### config.mk
export PLATFORM = sky130hd
export DESIGN_NAME = micro_tlb
export DESIGN_NICKNAME = d
export VERILOG_FILES = /design/src/rtl/utlb_pkg.sv /design/src/rtl/utlb_cam.sv /design/src/rtl/utlb_repl.sv /design/src/rtl/micro_tlb.sv
export SDC_FILE = /design/constraint.sdc
export NUM_CORES = 1
export LEC_CHECK = 0
export CAP_MARGIN = 10
export CELL_PAD_IN_SITES_DETAIL_PLACEMENT = 2
export CELL_PAD_IN_SITES_GLOBAL_PLACEMENT = 2
export CORE_MARGIN = 8
export CORE_UTILIZATION = 30
export CTS_CLUSTER_SIZE = 10
export DETAILED_ROUTE_END_ITERATION = 8
export PLACE_DENSITY_LB_ADDON = 0.1
export SLEW_MARGIN = 25
export SYNTH_ARGS = -nofsm -noshare
export SYNTH_HDL_FRONTEND = slang
export SYNTH_SLANG_ARGS = --single-unit
### constraint.sdc
create_clock -name clk -period 2.55 [get_ports clk]
set_clock_uncertainty 0.05 [all_clocks]
set_input_delay 0.51 -clock clk [delete_from_list [all_inputs] [get_ports clk]]
set_output_delay 0.51 -clock clk [all_outputs]
set_load 0.02 [all_outputs]
### src/rtl/utlb_pkg.sv
`timescale 1ns/1ps
package utlb_pkg;
    localparam int PAGE_BITS = 12;
    localparam int ENTRIES   = 4;
    localparam int IDX_W     = $clog2(ENTRIES);

    typedef enum logic [1:0] {
        ST_IDLE = 2'd0,
        ST_REQ  = 2'd1,
        ST_WAIT = 2'd2
    } fill_st_e;
endpackage

### src/rtl/utlb_cam.sv
`timescale 1ns/1ps
module utlb_cam
    import utlb_pkg::*;
#(
    parameter int VPN_W = 20,
    parameter int PFN_W = 20
) (
    input  logic             clk,
    input  logic             rst_n,
    input  logic             flush_i,
    input  logic [VPN_W-1:0] look_vpn_i,
    output logic             hit_o,
    output logic [IDX_W-1:0] hit_idx_o,
    output logic [PFN_W-1:0] hit_pfn_o,
    output logic             hit_pv_o,
    output logic [ENTRIES-1:0] valid_o,
    input  logic             wr_en_i,
    input  logic [IDX_W-1:0] wr_idx_i,
    input  logic [VPN_W-1:0] wr_vpn_i,
    input  logic [PFN_W-1:0] wr_pfn_i,
    input  logic             wr_pv_i
);
    typedef struct packed {
        logic [ENTRIES-1:0]            valid;
        logic [ENTRIES-1:0][VPN_W-1:0] vpn;
        logic [ENTRIES-1:0][PFN_W-1:0] pfn;
        logic [ENTRIES-1:0]            pv;
    } cam_t;

    cam_t cam_d, cam_q;
    logic [ENTRIES-1:0] match_vec;

    for (genvar g = 0; g < ENTRIES; g++) begin : g_cmp
        assign match_vec[g] = cam_q.valid[g] && (cam_q.vpn[g] == look_vpn_i);
    end

    always_comb begin
        hit_idx_o = '0;
        for (int i = 0; i < ENTRIES; i++) begin
            if (match_vec[i]) hit_idx_o = IDX_W'(i);
        end
    end

    assign hit_o     = |match_vec;
    assign hit_pfn_o = cam_q.pfn[hit_idx_o];
    assign hit_pv_o  = cam_q.pv[hit_idx_o];
    assign valid_o   = cam_q.valid;

    always_comb begin
        cam_d = cam_q;
        if (flush_i) begin
            cam_d.valid = '0;
        end else if (wr_en_i) begin
            cam_d.valid[wr_idx_i] = 1'b1;
            cam_d.vpn[wr_idx_i]   = wr_vpn_i;
            cam_d.pfn[wr_idx_i]   = wr_pfn_i;
            cam_d.pv[wr_idx_i]    = wr_pv_i;
        end
    end

    always_ff @(posedge clk) begin
        if (!rst_n) cam_q <= '0;
        else        cam_q <= cam_d;
    end


    single_match_chk: assert property (@(posedge clk) disable iff (!rst_n)
        $onehot0(match_vec));


    flush_clears_chk: assert property (@(posedge clk) disable iff (!rst_n)
        flush_i |=> (valid_o == '0));
endmodule

### src/rtl/utlb_repl.sv
`timescale 1ns/1ps
module utlb_repl
    import utlb_pkg::*;
#(
    parameter int REPL_MODE = 0
) (
    input  logic             clk,
    input  logic             rst_n,
    input  logic             flush_i,
    input  logic             touch_i,
    input  logic [IDX_W-1:0] touch_idx_i,
    output logic [IDX_W-1:0] victim_o
);
    if (REPL_MODE == 0) begin : g_tree
        // bit0: stale pair; bit1: stale entry in pair 0; bit2: stale entry in pair 1
        logic [2:0] tree_d, tree_q;

        always_comb begin
            tree_d = tree_q;
            if (flush_i) begin
                tree_d = '0;
            end else if (touch_i) begin
                tree_d[0] = ~touch_idx_i[1];
                if (touch_idx_i[1]) tree_d[2] = ~touch_idx_i[0];
                else                tree_d[1] = ~touch_idx_i[0];
            end
        end

        always_ff @(posedge clk) begin
            if (!rst_n) tree_q <= '0;
            else        tree_q <= tree_d;
        end

        assign victim_o = {tree_q[0], tree_q[0] ? tree_q[2] : tree_q[1]};


        tree_touch_chk: assert property (@(posedge clk) disable iff (!rst_n)
            (touch_i && !flush_i) |=> (victim_o[1] != $past(touch_idx_i[1])));
    end else begin : g_age
        logic [ENTRIES-1:0][IDX_W-1:0] age_d, age_q, age_init;

        always_comb begin
            for (int i = 0; i < ENTRIES; i++) age_init[i] = IDX_W'(i);
        end

        always_comb begin
            age_d = age_q;
            if (flush_i) begin
                age_d = age_init;
            end else if (touch_i) begin
                for (int i = 0; i < ENTRIES; i++) begin
                    if (age_q[i] < age_q[touch_idx_i]) age_d[i] = age_q[i] + 1'b1;
                end
                age_d[touch_idx_i] = '0;
            end
        end

        always_ff @(posedge clk) begin
            if (!rst_n) age_q <= age_init;
            else        age_q <= age_d;
        end

        always_comb begin
            victim_o = '0;
            for (int i = 0; i < ENTRIES; i++) begin
                if (age_q[i] == IDX_W'(ENTRIES - 1)) victim_o = IDX_W'(i);
            end
        end


        age_distinct_chk: assert property (@(posedge clk) disable iff (!rst_n)
            (age_q[0] != age_q[1]) && (age_q[0] != age_q[2]) && (age_q[0] != age_q[3]) &&
            (age_q[1] != age_q[2]) && (age_q[1] != age_q[3]) && (age_q[2] != age_q[3]));


        age_touch_chk: assert property (@(posedge clk) disable iff (!rst_n)
            (touch_i && !flush_i) |=> (age_q[$past(touch_idx_i)] == '0));
    end
endmodule

### src/rtl/micro_tlb.sv
`timescale 1ns/1ps
module micro_tlb
    import utlb_pkg::*;
#(
    parameter int VA_W      = 32,
    parameter int PA_W      = 32,
    parameter int REPL_MODE = 0
) (
    input  logic                      clk,
    input  logic                      rst_n,
    input  logic                      flush_i,
    input  logic                      lk_req_i,
    input  logic [VA_W-1:0]           lk_va_i,
    output logic                      lk_rdy_o,
    output logic                      lk_hit_o,
    output logic [PA_W-1:0]           lk_pa_o,
    output logic                      lk_pv_o,
    output logic                      mreq_valid_o,
    input  logic                      mreq_ready_i,
    output logic [VA_W-PAGE_BITS-1:0] mreq_vpn_o,
    input  logic                      mrsp_valid_i,
    input  logic [PA_W-PAGE_BITS-1:0] mrsp_pfn_i,
    input  logic                      mrsp_pv_i
);
    localparam int VPN_W = VA_W - PAGE_BITS;
    localparam int PFN_W = PA_W - PAGE_BITS;

    typedef struct packed {
        fill_st_e         st;
        logic [VPN_W-1:0] vpn;
    } ctl_t;

    ctl_t ctl_d, ctl_q;

    logic [VPN_W-1:0]   look_vpn;
    logic               cam_hit;
    logic [IDX_W-1:0]   cam_idx;
    logic [PFN_W-1:0]   cam_pfn;
    logic               cam_pv;
    logic [ENTRIES-1:0] cam_valid;
    logic [IDX_W-1:0]   repl_victim;
    logic [IDX_W-1:0]   fill_idx;
    logic               wr_en;
    logic               touch_en;
    logic [IDX_W-1:0]   touch_idx;
    logic               idle;

    assign look_vpn = lk_va_i[VA_W-1:PAGE_BITS];
    assign idle     = (ctl_q.st == ST_IDLE);

    utlb_cam #(.VPN_W(VPN_W), .PFN_W(PFN_W)) u_cam (
        .clk        (clk),
        .rst_n      (rst_n),
        .flush_i    (flush_i),
        .look_vpn_i (look_vpn),
        .hit_o      (cam_hit),
        .hit_idx_o  (cam_idx),
        .hit_pfn_o  (cam_pfn),
        .hit_pv_o   (cam_pv),
        .valid_o    (cam_valid),
        .wr_en_i    (wr_en),
        .wr_idx_i   (fill_idx),
        .wr_vpn_i   (ctl_q.vpn),
        .wr_pfn_i   (mrsp_pfn_i),
        .wr_pv_i    (mrsp_pv_i)
    );

    utlb_repl #(.REPL_MODE(REPL_MODE)) u_repl (
        .clk         (clk),
        .rst_n       (rst_n),
        .flush_i     (flush_i),
        .touch_i     (touch_en),
        .touch_idx_i (touch_idx),
        .victim_o    (repl_victim)
    );

    // free slots take precedence over the policy victim
    always_comb begin
        fill_idx = repl_victim;
        for (int i = ENTRIES - 1; i >= 0; i--) begin
            if (!cam_valid[i]) fill_idx = IDX_W'(i);
        end
    end

    always_comb begin
        ctl_d     = ctl_q;
        wr_en     = 1'b0;
        touch_en  = 1'b0;
        touch_idx = cam_idx;
        if (flush_i) begin
            ctl_d.st = ST_IDLE;
        end else begin
            unique case (ctl_q.st)
                ST_IDLE: begin
                    if (lk_req_i) begin
                        if (cam_hit) begin
                            touch_en = 1'b1;
                        end else begin
                            ctl_d.st  = ST_REQ;
                            ctl_d.vpn = look_vpn;
                        end
                    end
                end
                ST_REQ: begin
                    if (mreq_ready_i) ctl_d.st = ST_WAIT;
                end
                ST_WAIT: begin
                    if (mrsp_valid_i) begin
                        wr_en     = 1'b1;
                        touch_en  = 1'b1;
                        touch_idx = fill_idx;
                        ctl_d.st  = ST_IDLE;
                    end
                end
                default: ctl_d.st = ST_IDLE;
            endcase
        end
    end

    always_ff @(posedge clk) begin
        if (!rst_n) ctl_q <= '{st: ST_IDLE, vpn: '0};
        else        ctl_q <= ctl_d;
    end

    assign lk_rdy_o     = idle;
    assign lk_hit_o     = lk_req_i && idle && cam_hit;
    assign lk_pa_o      = {cam_pfn, lk_va_i[PAGE_BITS-1:0]};
    assign lk_pv_o      = cam_pv;
    assign mreq_valid_o = (ctl_q.st == ST_REQ);
    assign mreq_vpn_o   = ctl_q.vpn;


    req_hold_chk: assert property (@(posedge clk) disable iff (!rst_n || flush_i)
        (mreq_valid_o && !mreq_ready_i) |=> (mreq_valid_o && $stable(mreq_vpn_o)));


    req_stall_chk: assert property (@(posedge clk) disable iff (!rst_n)
        mreq_valid_o |-> !lk_rdy_o);


    hit_ready_chk: assert property (@(posedge clk) disable iff (!rst_n)
        lk_hit_o |-> lk_rdy_o);


    flush_release_chk: assert property (@(posedge clk) disable iff (!rst_n)
        flush_i |=> (lk_rdy_o && !mreq_valid_o));


    miss_launch_chk: assert property (@(posedge clk) disable iff (!rst_n || flush_i)
        (lk_req_i && lk_rdy_o && !lk_hit_o) |=> (mreq_valid_o && mreq_vpn_o == $past(lk_va_i[VA_W-1:PAGE_BITS])));
endmodule

==> results of run 1 <==
final cells by class:
class | instances | area, um^2
fillers | 3333 | 18400
multi-input cells | 823 | 5530
flip-flops and latches | 193 | 3870
repair buffers | 227 | 2450
well taps | 402 | 503
clock buffers | 18 | 429
clock inverters | 13 | 150
inverters | 1 | 3.75
diodes | 1 | 2.50
worst reg2reg max path, stage by stage, from the launching register on:
cell and delay [ns]:
dfxtp_4 0.36, xor2_4 0.16, or4_4 0.55, nor3b_4 0.33
nand2_8 0.11, buf_12 0.15, buf_12 0.14, buf_8 0.13
nand4_4 0.11, buf_12 0.17, mux2i_2 0.22, nor2b_1 0.06
worst paths after layout:
check / from / endpoint
max: u_cam.cam_q[127] / lk_pa_o[14]
min: lk_va_i[22] / mreq_vpn_o[10]
max reg2reg: u_cam.cam_q[127] / mreq_vpn_o[2]
min reg2reg: u_cam.cam_q[11] / u_cam.cam_q[11]
layout by cell type (no fill, tap or decap), drive strengths merged, types with 8 or more instances in the layout:
cell type,instances
nand2,345
dfxtp,193
a21boi,165
buf,161
xor2,53
clkdlybuf4s50,47
mux2i,44
nor2,38
xnor2,27
clkbuf,25
nor2b,24
a211oi,22
a21o,21
nor4,19
nand4,11
nor3,9
dlygate4sd2,8
inv,8
per-layer routing:
metal  share of wire, %  GRT usage (%)
met2                 46           32.9
met1                 49           27.7
met5                  0              0
met4               0.95           4.10
met3                4.3           3.30
cells by family after synthesis:
family                    count (synthesis)
muxes                                    44
buffers and inverters                   125
and+or+nand+nor                         480
DFF                                     193
AOI/OAI and AO/OA                       219
xor gates and xnor gates                 80
power groups by stage:
stage | clock, mW | sequential, mW | combinational (mW)
final | 2.79 | 3.06 | 0.591
after global routing | 2.98 | 3.06 | 0.626
after global placement | 0 | 3.13 | 0.541
after CTS | 2.86 | 3.06 | 0.582
after detailed placement | 0 | 3.13 | 0.541
after floorplan | 0 | 3.12 | 0.309
per-stage QoR:
stage / setup TNS, ns / cells / power, mW
2_1_floorplan: -5.02 / 1141 / 3.43
3_3_place_gp: -49.21 / 1617 / 3.67
3_5_place_dp: -53.02 / 1617 / 3.67
4_1_cts: -21.09 / 1680 / 6.50
5_1_grt: -20.35 / 1677 / 6.67
6_report: -17.66 / 1678 / 6.44
repair_timing:
| item | CTS | global route |
|---|---|---|
| setup endpoints to repair | 46 | 45 |
| gates resized for setup | 229 | 88 |
| pin swaps | 20 | 17 |
| setup buffers | 28 | 2 |
| hold buffers | 0 | 0 |
| gates cloned | 9 | 3 |
state kept, by name (all words and copies together) (netlist names):
register,count
ctl_q,2
u_repl.g_tree.tree_q,3
u_cam.cam_q,164
u_cam.valid_o,4
mreq_vpn_o,20
==> out/metrics.yaml, run 1 <==
worst_setup_path:
  cp_num_cells: 11
  path_buf_inv: 4
  crit_path_frequent_cell: "buf_6"
  r2r_setup_slack_ns: -0.09
  crit_path_end_kind: "primary output"
  crit_chain: "xor2_4 -> or4_4 -> nor3b_4 -> nand2_8 -> buf_8 -> buf_16 -> buf_6 -> nor2_4 -> a211oi_2 -> a21o_1 -> buf_6"
  cp_max_fo: 5
  arrival_ns: 2.79
  crit_required_ns: 1.99
  slowest_delay_ns: 0.55
  critPathTopFamily: "simple AND/OR/NAND/NOR gates"
  startpoint_type: "register"
  crit_type: "register to primary output"
  worst_r2r_path_depth: 11
  crit_path_top_delay_cell: "or4_4"
sta:
  fin_crit_ns: 3.35
  drv_slew: 0
  fmax_ghz: 0.298
  worst_slack_ns: -0.803
  finalHoldViolations: 0
  tightest_slew_ns: 0.566
  setup_violations: 42
  timing.final.crit_share_pct: 132
  relSlewSlack_pct: 62.0
  hold_ws_ns: 0.390
  grt_setup_unrepaired: "true"
die:
  die_h_um: 194
  die_w_um: 194
  num_rows: 65
  die-area_um2: 37500
  ios: 115
  start_util_pct: 30.2
  core-area_um2: 31300
synthesis:
  synth_fa_ha_area_share_pct: 0
  synthMuxAreaShare_pct: 4.65
  synth_top_cell_by_area: "dfxtp_1"
  synthCells: 1141
  synth-xor-area-share_pct: 7.40
  synth-compound-area-share_pct: 17.4
  synth_area_per_cell_um2: 8.30
  syn_area_um2: 9470
  synth_top_area_share_pct: 40.8
  ys_ff_latch: 193
  synth-warning-count: 0
  synth_flop_cell: "dfxtp_1"
  yosys.area_share.simple_pct: 22.4
  yosysSeqAreaShare_pct: 40.8
  async_flop_share_pct: 0
  synth-edff-count: 0
  synth_top_family_by_area: "simple AND/OR/NAND/NOR gates"
  synth.top_cells.by_area: "dfxtp_1 (41%), nand2_1 (14%), a21boi_0 (10%)"
  yosysMostFrequentCell: "nand2_1"
  syn_nets: 1200
  yosys-top-cells-count: "nand2_1 (343), dfxtp_1 (193), a21boi_0 (129)"
  ys_types: 45
clock_network:
  clk_transition_reported_paths_ns: 0.07
  cts.sinks: 193
  numCtsBuffers: 17
  clk_latency_ns: 0.45
  cts_tree: "built"
  clockBufferDepth: 2
  clockRootBuffer: "clkbuf_16"
  h-tree-depth: 4
layout:
  layout-drive-gt1-share_pct: 23.6
  nets: 1322
  utilization_pct: 41.3
  final_area_um2: 12900
  syn_to_final_growth_pct: 36.7
global_route:
  antenna_found_initial: 1
  grt_max_degree: 62
  overflow: 0
  grt_pass1_vias: 9239
  grt_pass1_wl_mm: 58.1
  track_usage_pct: 20.2
run_status:
  violations: "setup timing"
  status: "finished with violations"
power_and_ir_drop:
  intPower_mw: 4.78
  comb_power_share_pct: 9.2
  power.switching_mw: 1.66
  switching_share_pct: 25.8
  powerDensity_nw_per_um2: 498
  seqPwrFrac_pct: 47.5
  leakagePower_nw: 5.03
  power.share.clock_pct: 43.3
  ir_worst_vdd_mv: 0.403
routing:
  via_per_inst: 5.00
  wl_per_cell_um: 22.8
  antenna_left: 0
  vias: 8395
  routed_wl_mm: 38.3
  route.detailed.drc: 0
  firstDrtPassIters: 4
  drt-initial-drc-count: 374
place:
  routabilityCongestion: 0.795
  hpwl_mm: 23.7
  pre_cts_slack_ns: -1.50
  io_buffers: 90
  post_dp_cell_area_um2: 11200
job:
  maxCapViolations: 0
min_path:
  holdPathStages: 3
  hold_class: "input pin to register"
Note: power is estimated with default switching activity, not from simulation.
==> inputs of run 2 (changes only) <==
--- a/config.mk
+++ b/config.mk
@@ -8,7 +8,7 @@
 export CAP_MARGIN = 10
 export CELL_PAD_IN_SITES_DETAIL_PLACEMENT = 2
 export CELL_PAD_IN_SITES_GLOBAL_PLACEMENT = 2
-export CORE_MARGIN = 8
+export CORE_ASPECT_RATIO = 2
 export CORE_UTILIZATION = 30
 export CTS_CLUSTER_SIZE = 10
 export DETAILED_ROUTE_END_ITERATION = 8
==> run 2 against run 1 <==
  * The run still ends with setup timing left
  * Combinational power down 2%
  * Setup slack worse by 0.0083 ns
  * Sequential cell count unchanged
  * Power down 1.2%
  * Global-route usage up 2.8 points
  * Die area down 14%
  * Sequential power about the same
  * Clock-buffer cell count up 3
  * Critical path depth down 2
  * Sequential share of layout area up 0.42 points
  * Final cell count up 0.12%
  * Register-to-register slack better by 0.09 ns
  * Highest routed layer unchanged
==> out/metrics.yaml, run 2 (same netlist as run 1, synthesis figures left out) <==
layout:
  layout-drive-gt1-share_pct: 21.8  # -1.8 points
  regArea_um2: 3870  # -0.16%
  final_cell_mix: "nand2_1 (342), dfxtp_1 (190), a21boi_0 (129)"
  layout_commonest_cell: "nand2_1"
  layout.cells.non_filler: 1680  # +0.12%
  syn_to_final_growth_pct: 34.6
  largest_reg_flops: 164  # unchanged
  top_register: "u_cam.cam_q"
  nets: 1312  # -0.76%
  multi_input_area_um2: 5490  # -0.84%
  fillers: 3426  # +2.8%
routing:
  firstDrtPassIters: 5  # +1
  wl_per_cell_um: 21.6  # -5.3%
  routed_wl_mm: 36.3  # -5.2%
  antenna_left: 0  # unchanged
  drt-initial-drc-count: 231  # -38%
  via_per_inst: 5.01  # +0.13%
  route.detailed.drc: 0  # unchanged
  vias: 8416  # +0.25%
worst_setup_path:
  crit_chain: "xor2_2 -> or4_4 -> nor3b_4 -> nand2_8 -> buf_12 -> buf_16 -> a211oi_2 -> a21o_1 -> buf_6"
  r2r_end: "mreq_vpn_o[15]"
  arrival_ns: 2.80  # about the same
  slowest_delay_ns: 0.56  # about the same
  cp_max_fo: 6  # +1
  path_buf_inv: 3  # -1
  crit_type: "register to primary output"
  crit_path_top_delay_cell: "or4_4"
  startpoint_type: "register"
  r2r-start: "u_cam.cam_q[132]"
  critPathTopFamily: "simple AND/OR/NAND/NOR gates"
  crit_required_ns: 1.99  # about the same
  worst_r2r_path_depth: 9  # -2
  r2r_setup_slack_ns: 0  # +0.09 ns
  crit_path_end_kind: "primary output"
clock_network:
  cts-hold-fix-buffers: 0  # unchanged
  clockRootBuffer: "clkbuf_16"
  h-tree-depth: 4  # unchanged
  clockBufferDepth: 2  # unchanged
  clk_transition_reported_paths_ns: 0.07  # about the same
  numCtsBuffers: 17  # unchanged
  cts_tree: "built"
  cts.sinks: 193  # unchanged
  clk_latency_ns: 0.46  # about the same
sta:
  fmax_ghz: 0.297  # -0.25%
  tightest_slew_ns: 0.507  # -0.0589 ns
  drv_slew: 0  # unchanged
  fin_crit_ns: 3.36  # +0.00830 ns
  grt_setup_unrepaired: "true"
  setup_violations: 22  # -48%
  worst_slack_ns: -0.812  # -0.00830 ns
  timing.final.crit_share_pct: 132  # +0.33 points
  relSlewSlack_pct: 66.1  # +4.1 points
  finalHoldViolations: 0  # unchanged
power_and_ir_drop:
  leakagePower_nw: 4.91  # -2.5%
  powerDensity_nw_per_um2: 500  # +0.34%
  ir_worst_vdd_mv: 0.476  # +18%
  finalPower_mw: 6.37  # -1.2%
global_route:
  use_met3_pct: 3.27  # -0.023 points
  grt_pass1_wl_mm: 54.3  # -6.5%
  overflow: 0  # unchanged
  track_usage_pct: 22.9  # +2.8 points
  grt_max_degree: 119  # +92%
  grt_pass1_vias: 9136  # -1.1%
  grt_busiest_layer: "met2"
  antenna_found_initial: 1  # unchanged
  gr-usage-met1_pct: 22.0  # -5.7 points
  gr-usage-met2_pct: 45.8  # +13 points
die:
  core-area_um2: 31000  # -1.1%
  ios: 115  # unchanged
  num_rows: 91  # +40%
  die-area_um2: 32300  # -14%
  die_w_um: 128  # -34%
  start_util_pct: 30.6  # +0.33 points
  die_h_um: 253  # +31%
min_path:
  holdPathEnd: "mreq_vpn_o[10]"
  hold_class: "input pin to register"
  worstHoldStart: "lk_va_i[22]"
  holdPathStages: 3  # unchanged
run_status:
  violations: "setup timing"
  status: "finished with violations"
place:
  placedCellCount: 1625  # +0.49%
  io_buffers: 90  # unchanged
  hpwl_mm: 24.4  # +3.0%
  routabilityCongestion: 0.878  # +10%
job:
  maxCapViolations: 0  # unchanged
## run 2: worst max path at each step
stage                     startpoint           to  slack, ns  cells after the start
floorplan                lk_va_i[27]  lk_pa_o[22]      -0.25                      9
global placement         lk_va_i[30]  lk_pa_o[14]      -1.41                      9
detailed placement       lk_va_i[25]  lk_pa_o[18]      -1.49                     10
CTS                 u_cam.cam_q[132]  lk_pa_o[18]      -0.86                      9
global route        u_cam.cam_q[132]  lk_pa_o[18]      -0.89                      9
finish              u_cam.cam_q[132]  lk_pa_o[18]      -0.81                      9
## run 2: timing repair
action | in CTS | in global routing
gates resized for setup | 245 | 47
cloned | 7 | 2
pin swaps | 15 | 15
setup buffers | 14 | 7
endpoints found under the setup margin | 46 | 40
## run 2: power by group
part           internal, mW  switching [mW]  total [mW]  leakage [nW]
clock network          1.52            1.21        2.73         0.257
logic                 0.279           0.299       0.578          3.09
registers              3.03          0.0340        3.06          1.56
## run 2: final cells by class
| type | count | share of cell area, % |
|---|---|---|
| timing repair buffer | 217 | 18.1 |
| clock buffer | 21 | 3.46 |
| tap | 418 | 4.10 |
| multi-input combinational | 823 | 43.1 |
| inverter | 1 | 0.0294 |
| sequential | 193 | 30.3 |
| antenna | 1 | 0.0196 |
| clock inverter | 6 | 0.883 |
## run 2: metal layers
layer  vias up  routed length (um)
met3        59                 726
met1      4283               13000
met5         -                   0
li1       3952                   -
met2       122               21000
met4         0                1620
## run 2: worst reg2reg max path: stages, from the launching register on
cell and delay [ns]:
dfxtp_2 0.34, xor2_2 0.19, or4_4 0.56, nor3b_4 0.34
nand2_8 0.15, buf_4 0.20, nand4_4 0.14, buf_8 0.17
mux2i_4 0.24, nor2b_1 0.07
## run 2: per-stage QoR
step / hold WS, ns / instance area [um^2] / setup TNS, ns / utilization [%] / setup slack, ns
final: 0.386 / 12700 / -15.63 / 41.2 / -0.812
after CTS: 0.384 / 12500 / -16.59 / 40.3 / -0.860
after floorplan: 0.384 / 9540 / -5.02 / - / -0.248
after detailed placement: 0.401 / 11200 / -48.84 / 36.1 / -1.49
after global placement: 0.395 / 11200 / -44.72 / 36.1 / -1.41
after global routing: 0.389 / 12700 / -18.63 / 41.1 / -0.894
